[config.mk]
export PLATFORM = sky130hd
export DESIGN_NAME = rob_core
export DESIGN_NICKNAME = d
export VERILOG_FILES = /design/src/rtl/rob_pkg.sv /design/src/rtl/rob_ptr.sv /design/src/rtl/rob_table.sv /design/src/rtl/rob_retire.sv /design/src/rtl/rob_core.sv
export SDC_FILE = /design/constraint.sdc
export NUM_CORES = 1
export LEC_CHECK = 0
export ABC_AREA = 0
export BUFFER_PORTS_ARGS = -buffer_cell sky130_fd_sc_hd__buf_2
export CAP_MARGIN = 40
export CORE_MARGIN = 8
export CORE_UTILIZATION = 45
export CTS_BUF_LIST = sky130_fd_sc_hd__clkbuf_4
export CTS_CLUSTER_DIAMETER = 80
export DETAILED_ROUTE_END_ITERATION = 12
export MAX_ROUTING_LAYER = met4
export PLACE_DENSITY_LB_ADDON = 0.15
export SYNTH_ARGS = -nofsm -noshare
export SYNTH_HDL_FRONTEND = slang
export SYNTH_SLANG_ARGS = --single-unit
[constraint.sdc]
create_clock -name clk -period 5.2 [get_ports clk]
set_clock_uncertainty 0.05 [all_clocks]
set_input_delay 0.26 -clock clk [delete_from_list [all_inputs] [get_ports clk]]
set_output_delay 0.26 -clock clk [all_outputs]
set_load 0.005 [all_outputs]
[src/rtl/rob_pkg.sv]
package rob_pkg;
  typedef enum logic [1:0] {
    KIND_REG    = 2'd0,
    KIND_STORE  = 2'd1,
    KIND_BRANCH = 2'd2
  } rob_kind_e;
endpackage

[src/rtl/rob_ptr.sv]
// Circular pointer: slot index plus one wrap bit, so that equal indices
// can be told apart as empty (same wrap) or full (different wrap).
module rob_ptr #(
  parameter int DEPTH = 8,
  localparam int IDX_W = $clog2(DEPTH),
  localparam int PTR_W = IDX_W + 1
) (
  input  logic             clk,
  input  logic             rst,
  input  logic             adv,
  input  logic             load,
  input  logic [PTR_W-1:0] load_val,
  output logic [PTR_W-1:0] ptr_q
);
  logic [IDX_W-1:0] idx;
  logic             wrap;

  assign idx  = ptr_q[IDX_W-1:0];
  assign wrap = ptr_q[IDX_W];

  always_ff @(posedge clk) begin
    if (rst) begin
      ptr_q <= '0;
    end else if (load) begin
      ptr_q <= load_val;
    end else if (adv) begin
      if (idx == IDX_W'(DEPTH - 1)) ptr_q <= {~wrap, {IDX_W{1'b0}}};
      else                          ptr_q <= {wrap, idx + 1'b1};
    end
  end
endmodule

[src/rtl/rob_table.sv]
// Entry storage. Status bits live in flops; kind, destination and value
// sit in arrays with one write port each so they can map to RAM.
module rob_table
  import rob_pkg::*;
#(
  parameter int DEPTH  = 8,
  parameter int REG_W  = 5,
  parameter int DATA_W = 32,
  localparam int IDX_W = $clog2(DEPTH)
) (
  input  logic              clk,
  input  logic              rst,
  input  logic              alloc_en,
  input  logic [IDX_W-1:0]  alloc_idx,
  input  rob_kind_e         alloc_kind,
  input  logic [REG_W-1:0]  alloc_dst,
  input  logic              wb_en,
  input  logic [IDX_W-1:0]  wb_idx,
  input  logic [DATA_W-1:0] wb_val,
  input  logic              wb_mp,
  input  logic              rel_en,
  input  logic [IDX_W-1:0]  rel_idx,
  input  logic              clr_all,
  input  logic [IDX_W-1:0]  hd_idx,
  output logic              hd_live,
  output logic              hd_done,
  output logic              hd_mp,
  output rob_kind_e         hd_kind,
  output logic [REG_W-1:0]  hd_dst,
  output logic [DATA_W-1:0] hd_value
);
  logic [DEPTH-1:0]  live;
  logic [DEPTH-1:0]  done;
  logic [DEPTH-1:0]  mp;
  rob_kind_e         kind_mem [DEPTH];
  logic [REG_W-1:0]  dst_mem  [DEPTH];
  logic [DATA_W-1:0] val_mem  [DEPTH];
  logic              wb_ok;

  // a result counts only for a slot that was live before this edge
  assign wb_ok = wb_en & live[wb_idx];

  always_ff @(posedge clk) begin
    if (rst) begin
      live <= '0;
      done <= '0;
      mp   <= '0;
    end else begin
      for (int i = 0; i < DEPTH; i++) begin
        if (clr_all) begin
          live[i] <= 1'b0;
        end else if (alloc_en && alloc_idx == IDX_W'(i)) begin
          live[i] <= 1'b1;
          done[i] <= 1'b0;
          mp[i]   <= 1'b0;
        end else if (rel_en && rel_idx == IDX_W'(i)) begin
          live[i] <= 1'b0;
        end else if (wb_ok && wb_idx == IDX_W'(i)) begin
          done[i] <= 1'b1;
          mp[i]   <= wb_mp;
        end
      end
    end
  end

  always_ff @(posedge clk) begin
    if (alloc_en) begin
      kind_mem[alloc_idx] <= alloc_kind;
      dst_mem[alloc_idx]  <= alloc_dst;
    end
  end

  always_ff @(posedge clk) begin
    if (wb_ok) val_mem[wb_idx] <= wb_val;
  end

  assign hd_live  = live[hd_idx];
  assign hd_done  = done[hd_idx];
  assign hd_mp    = mp[hd_idx];
  assign hd_kind  = kind_mem[hd_idx];
  assign hd_dst   = dst_mem[hd_idx];
  assign hd_value = val_mem[hd_idx];
endmodule

[src/rtl/rob_retire.sv]
// Retirement decision on the head entry and the registered commit port.
module rob_retire
  import rob_pkg::*;
#(
  parameter int REG_W  = 5,
  parameter int DATA_W = 32
) (
  input  logic              clk,
  input  logic              rst,
  input  logic              hd_live,
  input  logic              hd_done,
  input  logic              hd_mp,
  input  rob_kind_e         hd_kind,
  input  logic [REG_W-1:0]  hd_dst,
  input  logic [DATA_W-1:0] hd_value,
  output logic              fire,
  output logic              squash,
  output logic              cmt_valid,
  output logic              cmt_reg_we,
  output logic              cmt_store,
  output logic [REG_W-1:0]  cmt_dst,
  output logic [DATA_W-1:0] cmt_value,
  output logic              flush_pulse
);
  assign fire   = hd_live & hd_done;
  assign squash = fire & (hd_kind == KIND_BRANCH) & hd_mp;

  always_ff @(posedge clk) begin
    if (rst) begin
      cmt_valid   <= 1'b0;
      cmt_reg_we  <= 1'b0;
      cmt_store   <= 1'b0;
      cmt_dst     <= '0;
      cmt_value   <= '0;
      flush_pulse <= 1'b0;
    end else begin
      cmt_valid   <= fire;
      cmt_reg_we  <= fire & (hd_kind == KIND_REG);
      cmt_store   <= fire & (hd_kind == KIND_STORE);
      cmt_dst     <= fire ? hd_dst   : '0;
      cmt_value   <= fire ? hd_value : '0;
      flush_pulse <= squash;
    end
  end
endmodule

[src/rtl/rob_core.sv]
module rob_core
  import rob_pkg::*;
#(
  parameter int DEPTH  = 8,
  parameter int REG_W  = 5,
  parameter int DATA_W = 32,
  localparam int IDX_W = $clog2(DEPTH),
  localparam int PTR_W = IDX_W + 1
) (
  input  logic              clk,
  input  logic              rst,
  input  logic              iss_valid,
  input  logic              iss_rs_free,
  input  logic [1:0]        iss_kind,
  input  logic [REG_W-1:0]  iss_dst,
  output logic [IDX_W-1:0]  iss_tag,
  output logic              rob_full,
  output logic              rob_empty,
  input  logic              res_valid,
  input  logic [IDX_W-1:0]  res_tag,
  input  logic [DATA_W-1:0] res_value,
  input  logic              res_mispredict,
  output logic              cmt_valid,
  output logic              cmt_reg_we,
  output logic              cmt_store,
  output logic [REG_W-1:0]  cmt_dst,
  output logic [DATA_W-1:0] cmt_value,
  output logic              flush_pulse
);
  logic [PTR_W-1:0]  head_q, tail_q, head_nx;
  logic              alloc_go, fire, squash;
  logic              hd_live, hd_done, hd_mp;
  rob_kind_e         hd_kind;
  logic [REG_W-1:0]  hd_dst;
  logic [DATA_W-1:0] hd_value;

  assign rob_empty = (head_q == tail_q);
  assign rob_full  = (head_q[IDX_W-1:0] == tail_q[IDX_W-1:0]) &&
                     (head_q[IDX_W] != tail_q[IDX_W]);
  assign iss_tag   = tail_q[IDX_W-1:0];
  // a flush drops the issue in the same cycle: that entry would be younger
  assign alloc_go  = iss_valid & iss_rs_free & ~rob_full & ~squash;

  // slot after the head, where the tail lands on a flush
  always_comb begin
    if (head_q[IDX_W-1:0] == IDX_W'(DEPTH - 1))
      head_nx = {~head_q[IDX_W], {IDX_W{1'b0}}};
    else
      head_nx = {head_q[IDX_W], head_q[IDX_W-1:0] + 1'b1};
  end

  rob_ptr #(.DEPTH(DEPTH)) u_head (
    .clk(clk), .rst(rst), .adv(fire), .load(1'b0), .load_val('0),
    .ptr_q(head_q)
  );

  rob_ptr #(.DEPTH(DEPTH)) u_tail (
    .clk(clk), .rst(rst), .adv(alloc_go), .load(squash), .load_val(head_nx),
    .ptr_q(tail_q)
  );

  rob_table #(.DEPTH(DEPTH), .REG_W(REG_W), .DATA_W(DATA_W)) u_tab (
    .clk(clk), .rst(rst),
    .alloc_en(alloc_go), .alloc_idx(tail_q[IDX_W-1:0]),
    .alloc_kind(rob_kind_e'(iss_kind)), .alloc_dst(iss_dst),
    .wb_en(res_valid), .wb_idx(res_tag), .wb_val(res_value), .wb_mp(res_mispredict),
    .rel_en(fire), .rel_idx(head_q[IDX_W-1:0]), .clr_all(squash),
    .hd_idx(head_q[IDX_W-1:0]),
    .hd_live(hd_live), .hd_done(hd_done), .hd_mp(hd_mp), .hd_kind(hd_kind),
    .hd_dst(hd_dst), .hd_value(hd_value)
  );

  rob_retire #(.REG_W(REG_W), .DATA_W(DATA_W)) u_ret (
    .clk(clk), .rst(rst),
    .hd_live(hd_live), .hd_done(hd_done), .hd_mp(hd_mp), .hd_kind(hd_kind),
    .hd_dst(hd_dst), .hd_value(hd_value),
    .fire(fire), .squash(squash),
    .cmt_valid(cmt_valid), .cmt_reg_we(cmt_reg_we), .cmt_store(cmt_store),
    .cmt_dst(cmt_dst), .cmt_value(cmt_value), .flush_pulse(flush_pulse)
  );
endmodule

==> flow_summary_export.csv <==
group,metric,value,unit
worst_setup_path,cp_top_family,"buffers and inverters",
hold_path,min-delay-start,"res_valid",
cts,htree_levels,3,
global_routing,grt_pass1_wl,50.1,mm
cts,cts_tree,"built",
hold_path,hold_path_depth,5,
cts,clk_pin_slew,0.06,ns
hold_path,min_path_type,"input port to flip-flop",
synth,synth_area_leaders,"edfxtp_1 (63%), mux4_2 (12%), dfxtp_1 (10%)",
worst_setup_path,max_stage_delay,0.65,ns
drt,avgRoutedWirePerCell,20.3,um
floorplanning,die_area,39000,um2
drt,firstDrtPassIters,8,
worst_setup_path,worst-path-max-fanout,32,
worst_setup_path,endpoint_kind,"flip-flop",
timing,finalSetupViolCount,0,
placement,post-dp-hpwl,18.4,mm
worst_setup_path,critPathRequiredTime,5.83,ns
power,vdd_drop_max,0.181,mV
cts,cts_resized,0,
synth,synthesis.nets,911,
power,clkPwrFrac,41.9,%
timing,tightest_slew,0.807,ns
timing,fin_tns_setup,0,ns
synth,yosysTopAreaCellShare,63.2,%
synth,async_reset_ff_share,0,%
power,powerDensity,342,nW/um2
power,seq_power_share,55.9,%
worst_setup_path,cp_cell_sequence,"inv_1, mux4_2, and2_1, a211oi_1, dlygate4sd3_1, nand3_1, a221oi_2, dlygate4sd3_1",
worst_setup_path,cp_common_cell,"dlygate4sd3_1",
drt,via_count,8263,
floorplanning,fp.dieW,198,um
cells_and_area,final_layout_size_suffix_gt1_share,33.2,%
synth,synth-seq-area-share,73.5,%
timing,period_share,69.1,%
floorplanning,core_area,32500,um2
synth,synth_top_cell_by_area,"edfxtp_1",
global_routing,antenna_found_initial,3,
timing,rsz0062_at_grt,"no",
worst_setup_path,crit_slowest_cell,"dfxtp_4",
global_routing,grt_max_degree,51,
floorplanning,start_util,45.7,%
power,switching_share,21.0,%
cts,clkLatencyLatePin,0.75,ns
worst_setup_path,reg2regPathDepth,8,
synth,ys.flop_type,"edfxtp_1",
power,power_switching,1.27,mW
cts,clkSinkCount,388,
global_routing,grt_pass1_vias,8781,
cts,ctsRootBufferMaster,"clkbuf_4",
synth,syn_inst,851,
worst_setup_path,path_buf_inv,3,
power,power.internal,4.76,mW
flow_run,drv_cap,0,
cells_and_area,fin_nets,1123,
cts,cts_made_buffers,98,
placement,gp_congestion,0.804,
synth,avgSynthCellArea,17.4,um2
timing,min_period,3.59,ns
hold_path,hold_end,"u_tab.mp[6]",
worst_setup_path,critPathLaunchType,"flip-flop",
synth,synth_warnings,0,
timing,slew_violations,0,
timing,fmax,278,MHz
placement,portBuffers,93,
synth,syn-cell-area,14800,um2
worst_setup_path,r2r_start,"u_head.ptr_q[1]",
cells_and_area,syn2layout_area_growth,18.7,%
cts,postCtsSetupBuffers,0,
worst_setup_path,cp.arrival,4.22,ns
drt,ant_nets,0,
synth,synth_edf_count,312,
timing,hold_slack,0.243,ns
global_routing,gr-total-overflow,0,
floorplanning,die_height,198,um
synth,synth-seq-cells,388,
floorplanning,io_pins,94,
timing,hold_viol_final,0,
worst_setup_path,worstSetupPathType,"flip-flop to flip-flop",
power,p_leak,6.07,nW
drt,drtIter0Drc,488,
drt,drcViolationCount,0,
drt,wl,32.2,mm
power,p_comb_share,2.2,%
cts,cts_max_path_buffers,3,
global_routing,grt.total_usage,17.4,%
timing,slew_headroom,46.0,%
synth,synth.distinct_cells,40,
outcome,status,"complete, no violations",
floorplanning,num_rows,66,
drt,viasPerCell,5.20,
worst_setup_path,reg2reg_setup_slack,1.61,ns
worst_setup_path,reg2reg_to,"u_tab.mp[4]",
layout by cell type (no fill, tap or decap), drive strengths merged, types with 2 or more instances in the layout:
master	n
edfxtp	312
clkbuf	147
nand2	113
buf	111
mux4	85
dfxtp	76
dlygate4sd3	50
a21oi	47
nor2	36
clkinv	28
nand3	19
inv	19
a211oi	17
ha	12
a31oi	9
o21ai	7
nor3	7
and2	6
diode	5
a31o	5
a221oi	5
xor2	4
mux2i	4
mux2	4
a21bo	3
nand2b	3
xnor2	3
and3	3
nor2b	2
and4	2
cell type report:
class                   count  area [um2]
inverters                  16        60.1
diodes                      5        12.5
clock inverters            33         156
fillers                  2691       14900
well taps                 442         553
clock buffers             147        1100
multi-input cells         398        3700
repair buffers            161        1120
flip-flops and latches    388       10900
logic make-up after synthesis:
group / share of synthesized area, %
and+or+nand+nor: 5.52
DFF: 73.5
adders and majority gates: 1.01
muxes: 13.6
AOI/OAI and AO/OA: 4.08
xor gates and xnor gates: 0.414
buffers and inverters: 1.92
per-stage QoR:
| stage | instance area, um2 | setup slack (ns) | cells | total power, mW | utilization (%) |
|---|---|---|---|---|---|
| finish | 17600 | 1.61 | 1590 | 6.02 | 54.2 |
| floorplan | 14800 | 1.52 | 851 | 3.48 | - |
| global placement | 15800 | 1.75 | 1352 | 3.54 | 48.7 |
| CTS | 17600 | 1.62 | 1584 | 6.10 | 54.2 |
| detailed placement | 15800 | 1.70 | 1354 | 3.54 | 48.8 |
| global route | 17600 | 1.46 | 1588 | 6.26 | 54.2 |
cell usage after synthesis (all sizes together), types with 4 or more instances:
| master | n |
|---|---|
| nand2 | 113 |
| o21ai | 7 |
| nor3 | 7 |
| nand3 | 19 |
| xor2 | 4 |
| clkbuf | 27 |
| a31oi | 9 |
| mux4 | 85 |
| a31o | 5 |
| and2 | 6 |
| edfxtp | 312 |
| nor2 | 36 |
| a21oi | 47 |
| buf | 22 |
| inv | 15 |
| mux2 | 4 |
| ha | 12 |
| a211oi | 17 |
| mux2i | 4 |
| a221oi | 5 |
| dfxtp | 76 |
worst max path at each step:
stage,start,end,slack [ns],cells after the start
global placement,u_head.ptr_q[0],u_tab.dst_mem[0][1],1.75,7
CTS,u_head.ptr_q[1],u_tab.mp[4],1.62,8
floorplan,res_tag[1],u_tab.val_mem[4][0],1.52,4
finish,u_head.ptr_q[1],u_tab.mp[4],1.61,8
detailed placement,u_head.ptr_q[0],u_tab.dst_mem[4][0],1.70,8
global route,u_head.ptr_q[1],u_tab.mp[4],1.46,8
state kept, by name (all words and copies together) (netlist names), 4 cells and up, named ones only:
signal	flops
u_tab.mp	8
u_tail.ptr_q	4
u_tab.val_mem	256
u_tab.kind_mem	16
u_tab.live	8
u_head.ptr_q	4
u_ret.cmt_dst	5
u_tab.done	8
u_ret.cmt_value	32
u_tab.dst_mem	40
routing by layer:
layer / GRT usage (%) / wire [um] / part of all wire [%] / up-vias
li1: - / - / - / 3813
met1: 21.4 / 14400 / 45 / 4206
met2: 27.9 / 15800 / 49 / 176
met3: 3.87 / 1290 / 4.0 / 68
met4: 6.61 / 723 / 2.2 / 0
met5: - / 0 / 0 / -
power groups by stage:
stage                     Clock, mW  Sequential (mW)  Combinational, mW
after floorplan                   0             3.43             0.0451
after global placement            0             3.43              0.103
after detailed placement          0             3.43              0.106
after CTS                      2.60             3.37              0.136
after global routing           2.75             3.36              0.148
final                          2.52             3.37              0.135
worst reg2reg max path: stages (launching register included):
cell	delay (ns)
dfxtp_4	0.65
inv_1	0.25
mux4_2	0.38
and2_1	0.24
a211oi_1	0.44
dlygate4sd3_1	0.63
nand3_1	0.09
a221oi_2	0.24
dlygate4sd3_1	0.56
what timing repair did:
action                                 in CTS  in global routing
hold buffers                               50                  0
endpoints found under the hold margin     341                  0
setup endpoints to repair                   0                  0
Note: power is estimated with default switching activity, not from simulation.
